===== src/rtl/btn_evt_pkg.sv =====
// Shared types and helpers for the button press classifier.
package btn_evt_pkg;
    localparam int NUM_BTN  = 3;
    localparam int CODE_W   = 3;
    localparam int STATUS_W = 8;
    localparam int ID_W     = $clog2(NUM_BTN);

    typedef enum logic [1:0] {
        ST_IDLE = 2'd0,
        ST_HELD = 2'd1,
        ST_DRAIN = 2'd2
    } trk_state_e;

    // Event code: button number (index+1) in the upper two bits, long flag in bit 0.
    function automatic logic [CODE_W-1:0] make_code(input logic [ID_W-1:0] id,
                                                    input logic is_long);
        logic [1:0] num;
        num = 2'(id) + 2'd1;
        return {num, is_long};
    endfunction
endpackage


===== src/rtl/btn_filter.sv =====
// Synchroniser and debounce for one raw button.
// Assumes: tick_i is a single-cycle pulse. The filtered level follows the
// synchronised input only after DEBOUNCE_MS consecutive ticks of disagreement.
module btn_filter #(
    parameter int DEBOUNCE_MS = 10
) (
    input  logic clk,
    input  logic rst_n,
    input  logic tick_i,
    input  logic raw_i,
    output logic level_o
);
    localparam int CNT_W = $clog2(DEBOUNCE_MS + 1);

    logic [1:0]       sync_q;
    logic             filt_q;
    logic [CNT_W-1:0] cnt_q;

    // Two-flop synchroniser for the asynchronous button.
    always_ff @(posedge clk) begin
        if (!rst_n) sync_q <= '0;
        else        sync_q <= {sync_q[0], raw_i};
    end

    // Count ticks of disagreement and accept the new level when the window fills.
    always_ff @(posedge clk) begin
        if (!rst_n) begin
            filt_q <= 1'b0;
            cnt_q  <= '0;
        end else if (sync_q[1] == filt_q) begin
            cnt_q <= '0;
        end else if (tick_i) begin
            if (cnt_q == CNT_W'(DEBOUNCE_MS - 1)) begin
                filt_q <= sync_q[1];
                cnt_q  <= '0;
            end else begin
                cnt_q <= cnt_q + 1'b1;
            end
        end
    end

    assign level_o = filt_q;


    filt_on_tick_chk: assert property (@(posedge clk) disable iff (!rst_n)
        (filt_q != $past(filt_q)) |-> $past(tick_i));
endmodule


===== src/rtl/press_tracker.sv =====
// Selects the first qualifying button, times its hold in ticks and emits one
// event per press. Assumes levels are already debounced.
module press_tracker
    import btn_evt_pkg::*;
#(
    parameter int LONG_MS = 700
) (
    input  logic                  clk,
    input  logic                  rst_n,
    input  logic                  tick_i,
    input  logic [NUM_BTN-1:0]    level_i,
    output logic                  evt_vld_o,
    output logic [CODE_W-1:0]     evt_code_o
);
    localparam int DUR_W = $clog2(LONG_MS + 1);

    trk_state_e       state_q;
    logic [ID_W-1:0]  sel_q;
    logic [DUR_W-1:0] dur_q;
    logic [ID_W-1:0]  first_id;
    logic             sel_down;
    logic             hit_long;

    // Lowest-index pressed button has priority.
    always_comb begin
        first_id = '0;
        for (int i = NUM_BTN - 1; i >= 0; i--) begin
            if (level_i[i]) first_id = ID_W'(i);
        end
    end

    assign sel_down = level_i[sel_q];
    assign hit_long = tick_i && (dur_q == DUR_W'(LONG_MS - 1));

    // Tracking state machine with hold-duration counter.
    always_ff @(posedge clk) begin
        if (!rst_n) begin
            state_q    <= ST_IDLE;
            sel_q      <= '0;
            dur_q      <= '0;
            evt_vld_o  <= 1'b0;
            evt_code_o <= '0;
        end else begin
            evt_vld_o <= 1'b0;
            case (state_q)
                ST_IDLE: begin
                    if (|level_i) begin
                        sel_q   <= first_id;
                        dur_q   <= '0;
                        state_q <= ST_HELD;
                    end
                end
                ST_HELD: begin
                    if (!sel_down) begin
                        evt_vld_o  <= 1'b1;
                        evt_code_o <= make_code(sel_q, 1'b0);
                        state_q    <= ST_DRAIN;
                    end else if (hit_long) begin
                        evt_vld_o  <= 1'b1;
                        evt_code_o <= make_code(sel_q, 1'b1);
                        state_q    <= ST_DRAIN;
                    end else if (tick_i) begin
                        dur_q <= dur_q + 1'b1;
                    end
                end
                ST_DRAIN: begin
                    if (!(|level_i)) state_q <= ST_IDLE;
                end
                default: state_q <= ST_IDLE;
            endcase
        end
    end


    one_evt_per_press_chk: assert property (@(posedge clk) disable iff (!rst_n)
        evt_vld_o |-> (state_q == ST_DRAIN));


    drain_until_idle_chk: assert property (@(posedge clk) disable iff (!rst_n)
        ($past(state_q) == ST_DRAIN && state_q == ST_IDLE) |-> !(|$past(level_i)));
endmodule


===== src/rtl/event_status.sv =====
// Holds the last event code for the host, clears it on read and pulses the
// menu request on a long middle press.
module event_status
    import btn_evt_pkg::*;
(
    input  logic                clk,
    input  logic                rst_n,
    input  logic                evt_vld_i,
    input  logic [CODE_W-1:0]   evt_code_i,
    input  logic                rd_stb_i,
    output logic [STATUS_W-1:0] status_o,
    output logic                menu_o
);
    localparam logic [CODE_W-1:0] MENU_CODE = 3'b101;

    logic [CODE_W-1:0] code_q;
    logic              menu_q;

    // Latch a new event; otherwise a host read clears the code.
    always_ff @(posedge clk) begin
        if (!rst_n)         code_q <= '0;
        else if (evt_vld_i) code_q <= evt_code_i;
        else if (rd_stb_i)  code_q <= '0;
    end

    // One-cycle menu request alongside a long middle event.
    always_ff @(posedge clk) begin
        if (!rst_n) menu_q <= 1'b0;
        else        menu_q <= evt_vld_i && (evt_code_i == MENU_CODE);
    end

    assign status_o = {{(STATUS_W - CODE_W){1'b0}}, code_q};
    assign menu_o   = menu_q;


    no_code_one_chk: assert property (@(posedge clk) disable iff (!rst_n)
        code_q != 3'b001);


    menu_pulse_chk: assert property (@(posedge clk) disable iff (!rst_n)
        menu_q |=> !menu_q);


    menu_code_chk: assert property (@(posedge clk) disable iff (!rst_n)
        menu_q |-> (code_q == MENU_CODE));


    read_clear_chk: assert property (@(posedge clk) disable iff (!rst_n)
        (rd_stb_i && !evt_vld_i) |=> (code_q == '0));
endmodule


===== src/rtl/btn_press_classifier.sv =====
// Top: three debounced buttons classified into a short/long event code,
// readable by a host and cleared on read. Assumes ms_tick pulses once per ms.
module btn_press_classifier
    import btn_evt_pkg::*;
#(
    parameter int DEBOUNCE_MS = 10,
    parameter int LONG_MS     = 700
) (
    input  logic                clk,
    input  logic                rst_n,
    input  logic                ms_tick,
    input  logic [2:0]          btn_in,
    input  logic                rd_stb,
    output logic [7:0]          status_q,
    output logic                menu_req
);
    logic [NUM_BTN-1:0] level;
    logic               evt_vld;
    logic [CODE_W-1:0]  evt_code;

    // One filter per button.
    for (genvar g = 0; g < NUM_BTN; g++) begin : g_flt
        btn_filter #(.DEBOUNCE_MS(DEBOUNCE_MS)) u_flt (
            .clk     (clk),
            .rst_n   (rst_n),
            .tick_i  (ms_tick),
            .raw_i   (btn_in[g]),
            .level_o (level[g])
        );
    end

    press_tracker #(.LONG_MS(LONG_MS)) u_trk (
        .clk        (clk),
        .rst_n      (rst_n),
        .tick_i     (ms_tick),
        .level_i    (level),
        .evt_vld_o  (evt_vld),
        .evt_code_o (evt_code)
    );

    event_status u_sts (
        .clk        (clk),
        .rst_n      (rst_n),
        .evt_vld_i  (evt_vld),
        .evt_code_i (evt_code),
        .rd_stb_i   (rd_stb),
        .status_o   (status_q),
        .menu_o     (menu_req)
    );
endmodule


===== config.mk =====
export PLATFORM = sky130hd
export DESIGN_NAME = btn_press_classifier
export DESIGN_NICKNAME = d
export VERILOG_FILES = /design/src/rtl/btn_evt_pkg.sv /design/src/rtl/btn_filter.sv /design/src/rtl/press_tracker.sv /design/src/rtl/event_status.sv /design/src/rtl/btn_press_classifier.sv
export SDC_FILE = /design/constraint.sdc
export NUM_CORES = 1
export LEC_CHECK = 0
export BUFFER_PORTS_ARGS = -buffer_cell sky130_fd_sc_hd__buf_4
export CAP_MARGIN = 20
export CORE_MARGIN = 4
export CORE_UTILIZATION = 45
export CTS_CLUSTER_SIZE = 14
export DETAILED_ROUTE_END_ITERATION = 8
export GPL_TIMING_DRIVEN = 0
export PLACE_DENSITY = 0.72
export SYNTH_ARGS = -nofsm -noshare
export SYNTH_HDL_FRONTEND = slang
export SYNTH_SLANG_ARGS = --single-unit
export TNS_END_PERCENT = 5

===== constraint.sdc =====
create_clock -name clk -period 5.2 [get_ports clk]
set_input_delay 0 -clock clk [delete_from_list [all_inputs] [get_ports clk]]
set_output_delay 0 -clock clk [all_outputs]
set_load 0.01 [all_outputs]

==> metrics.md <==
| Metric | Value |
|---|---|
| Worst Skew | 7.27 ps |
| Pre-CTS WS | 3300 ps |
| Final worst slack | 3290 ps |
| Top_reg_cell synth | dfxtp_1 |
| Startpoint Class | register |
| Row count | 23 |
| Fill cells | 401 |
| Power per Cell Area | 274 nW/µm² |
| Number of global-route vias before repair | 1,505 |
| Diodes inserted | 0 |
| Vias per cell | 5.37 |
| Clock tree root buffer cell | clkbuf_8 |
| Global-route wire length before repair | 6.64 mm |
| Max Cap Viol | 0 |
| Initial core utilization | 47.8% |
| Drt first pass iters | 4 |
| Distinct cell type count after synthesis | 42 |
| DRT iter0 DRCs | 69 |
| Mapped Cells | 225 |
| Asr flop ratio synth | 0% |
| Fraction of layout cells with a size suffix above 1 | 11.2% |
| RSZ-0062 raised after global routing | false |
| Register area share after synthesis | 44.1% |
| Crit Path Max Fanout | 9 |
| Final nets | 256 |
| H-tree levels | 2 |
| Core area | 4090 µm² |
| DIE WIDTH | 73.9 µm |
| Commonest non-fill, non-tap cell in the layout | dfxtp_1 |
| Post-layout minimum cycle time | 1910 ps |
| Cts bufs inserted | 5 |
| FF+latch count, synth | 43 |
| CP Class | register to register |
| Post-CTS setup repair buffer count | 0 |
| Final core occ | 54.8% |
| Post-CTS Resized | 0 |
| I/O pins | 16 |
| Worst IR Drop VDD | 240 µV |
| Sink Count | 43 |
| Arr. time, crit path | 2130 ps |
| Post-synth EDFFs | 0 |
| Initial antenna violation count | 0 |
| Min-delay worst type | primary input to register |
| Final setup viols | 0 |
| Final Hold Fails | 0 |
| Fin crit share | 36.7% |
| Final routed DRC violation total | 0 |
| FF/Latch Area | 861 µm² |
| Overall Global Routing Usage | 15.4% |
| Die height | 73.9 µm |
| Clock transition at the registers of the reported paths | 80 ps |
| TNS Setup | 0 ps |
| Crit path capture type | register |
| Final Slew Violations | 0 |
| CTS max path bufs | 2 |
| Max Freq | 524 MHz |
| Most frequent cells in the layout | dfxtp_1 (43), nor2_1 (26), a21oi_1 (18) |
| Die area | 5460 µm² |
| Final ANT Viol Nets | 0 |
| Syn. warnings | 0 |
| Final wirelength | 3.70 mm |
| Port Buf Inserts | 9 |
| GRT overflow | 0 |
| CTS tree | built |
| Leak | 0.823 nW |
| Final HPWL DP | 2.54 mm |
| Status | finished, final reports clean |
| Worst-skew pair later-pin latency | 290 ps |
| Area Overhead vs Synth | 14.7% |
| Post-Syn Area | 1950 µm² |
| Largest net degree at the start of global routing | 15 |
| CP Data Required Time | 5420 ps |
| Placer congestion estimate | 0.809 |
| Syn_area_per_cell | 8.67 µm² |
| Footprint of the multi-input gates | 1020 µm² |
| Routed via count | 1,607 |
| DR WL/cell | 12.4 µm |
## synth_stat cells, types with 2 or more instances
cell	instances	area [µm²]
xor2_1	6	52.6
nor3b_1	9	67.6
nand3b_1	2	15.0
o21ai_0	16	80.1
nor3_1	4	20.0
buf_2	2	10.0
nand2_1	10	37.5
nor2b_1	7	43.8
or3_1	6	37.5
and3_1	4	25.0
nor2_1	26	97.6
xnor2_1	4	35.0
a211oi_1	2	15.0
inv_1	6	22.5
clkbuf_1	4	15.0
dfxtp_1	43	861
nor4_1	2	12.5
nand4_1	3	18.8
and2_1	11	68.8
mux2i_1	5	50.1
o211ai_1	2	15.0
buf_4	5	37.5
nand3_1	8	40.0
a21oi_1	18	90.1
a31oi_1	3	18.8
## per-stage QoR
stage	instances	hold WS (ps)	cell area [µm²]	total power [mW]
final	299	31.4	2240	0.613
after global routing	299	49.4	2240	0.635
after CTS	299	20.6	2240	0.622
after detailed placement	288	212	2100	0.361
after global placement	288	207	2100	0.361
after floorplan	229	127	1970	0.354
## state kept, by name, indices dropped and copies added, names as in the netlist
signal	count
g_flt.u_flt.cnt_q	12
u_sts.menu_o	1
u_trk.sel_q	2
g_flt.u_flt.level_o	3
u_trk.state_q	2
u_trk.evt_vld_o	1
u_trk.evt_code_o	3
u_trk.dur_q	10
g_flt.u_flt.sync_q	6
u_sts.code_q	3
## cell type report
cell class / instances / share of cell area [%]
sequential: 43 / 38.4
inverter: 7 / 1.17
buffer: 11 / 2.79
clock buffer: 5 / 3.07
multi-input combinational: 168 / 45.4
timing repair buffer: 12 / 4.36
tap: 50 / 2.79
clock inverter: 3 / 1.96
## layer usage
metal	wire length, µm	share of wire (%)	GRT usage (%)
met5	0	0	0
met4	31	0.84	5.23
met3	107	2.9	4.10
met2	1760	48	24.5
met1	1790	48	20.1
## worst max-delay path, stage by stage (launching register included)
cell	delay, ps
dfxtp_1	330
ha_1	240
and4b_1	210
nand3_1	250
nand4_4	210
or4_1	430
a21oi_1	160
## path summary, 6_finish.rpt
check	slack, ps	endpoint	cells past startpoint	start
worst max-delay path	3290	u_trk.dur_q[8]	6	u_trk.dur_q[0]
worst min register to register	440	g_flt[1].u_flt.sync_q[1]	1	g_flt[1].u_flt.sync_q[0]
worst min-delay path	30	u_sts.code_q[0]	4	rd_stb
worst max register to register	3290	u_trk.dur_q[8]	6	u_trk.dur_q[0]
## report_power, final
group / leakage, nW / total (mW) / internal [mW] / switching, mW
combinational: 0.418 / 0.0225 / 0.0104 / 0.0121
sequential: 0.348 / 0.333 / 0.332 / 0.00132
clock: 0.0581 / 0.257 / 0.143 / 0.114
## kinds of logic (layout without fill, tap and decap cells)
| kind of cell | Yosys count | in the layout | synth area share [%] |
|---|---|---|---|
| AND/OR/NAND/NOR | 99 | 99 | 28.6 |
| buffers and inverters | 18 | 38 | 4.55 |
| XOR/XNOR | 10 | 10 | 4.49 |
| AO/OA/AOI/OAI | 48 | 48 | 14.9 |
| multiplexers | 5 | 5 | 2.56 |
| other | 1 | 5 | 0.192 |
| flip-flops | 43 | 43 | 44.1 |
| adder cells (fa/ha/maj) | 1 | 1 | 0.641 |
## repair_timing
action / 4_1_cts / 5_1_grt
hold buffers: 3 / 0
endpoints found under the hold margin: 3 / 0
setup endpoints to repair: 0 / 0
No activity file was read; power rests on OpenSTA's default activity.
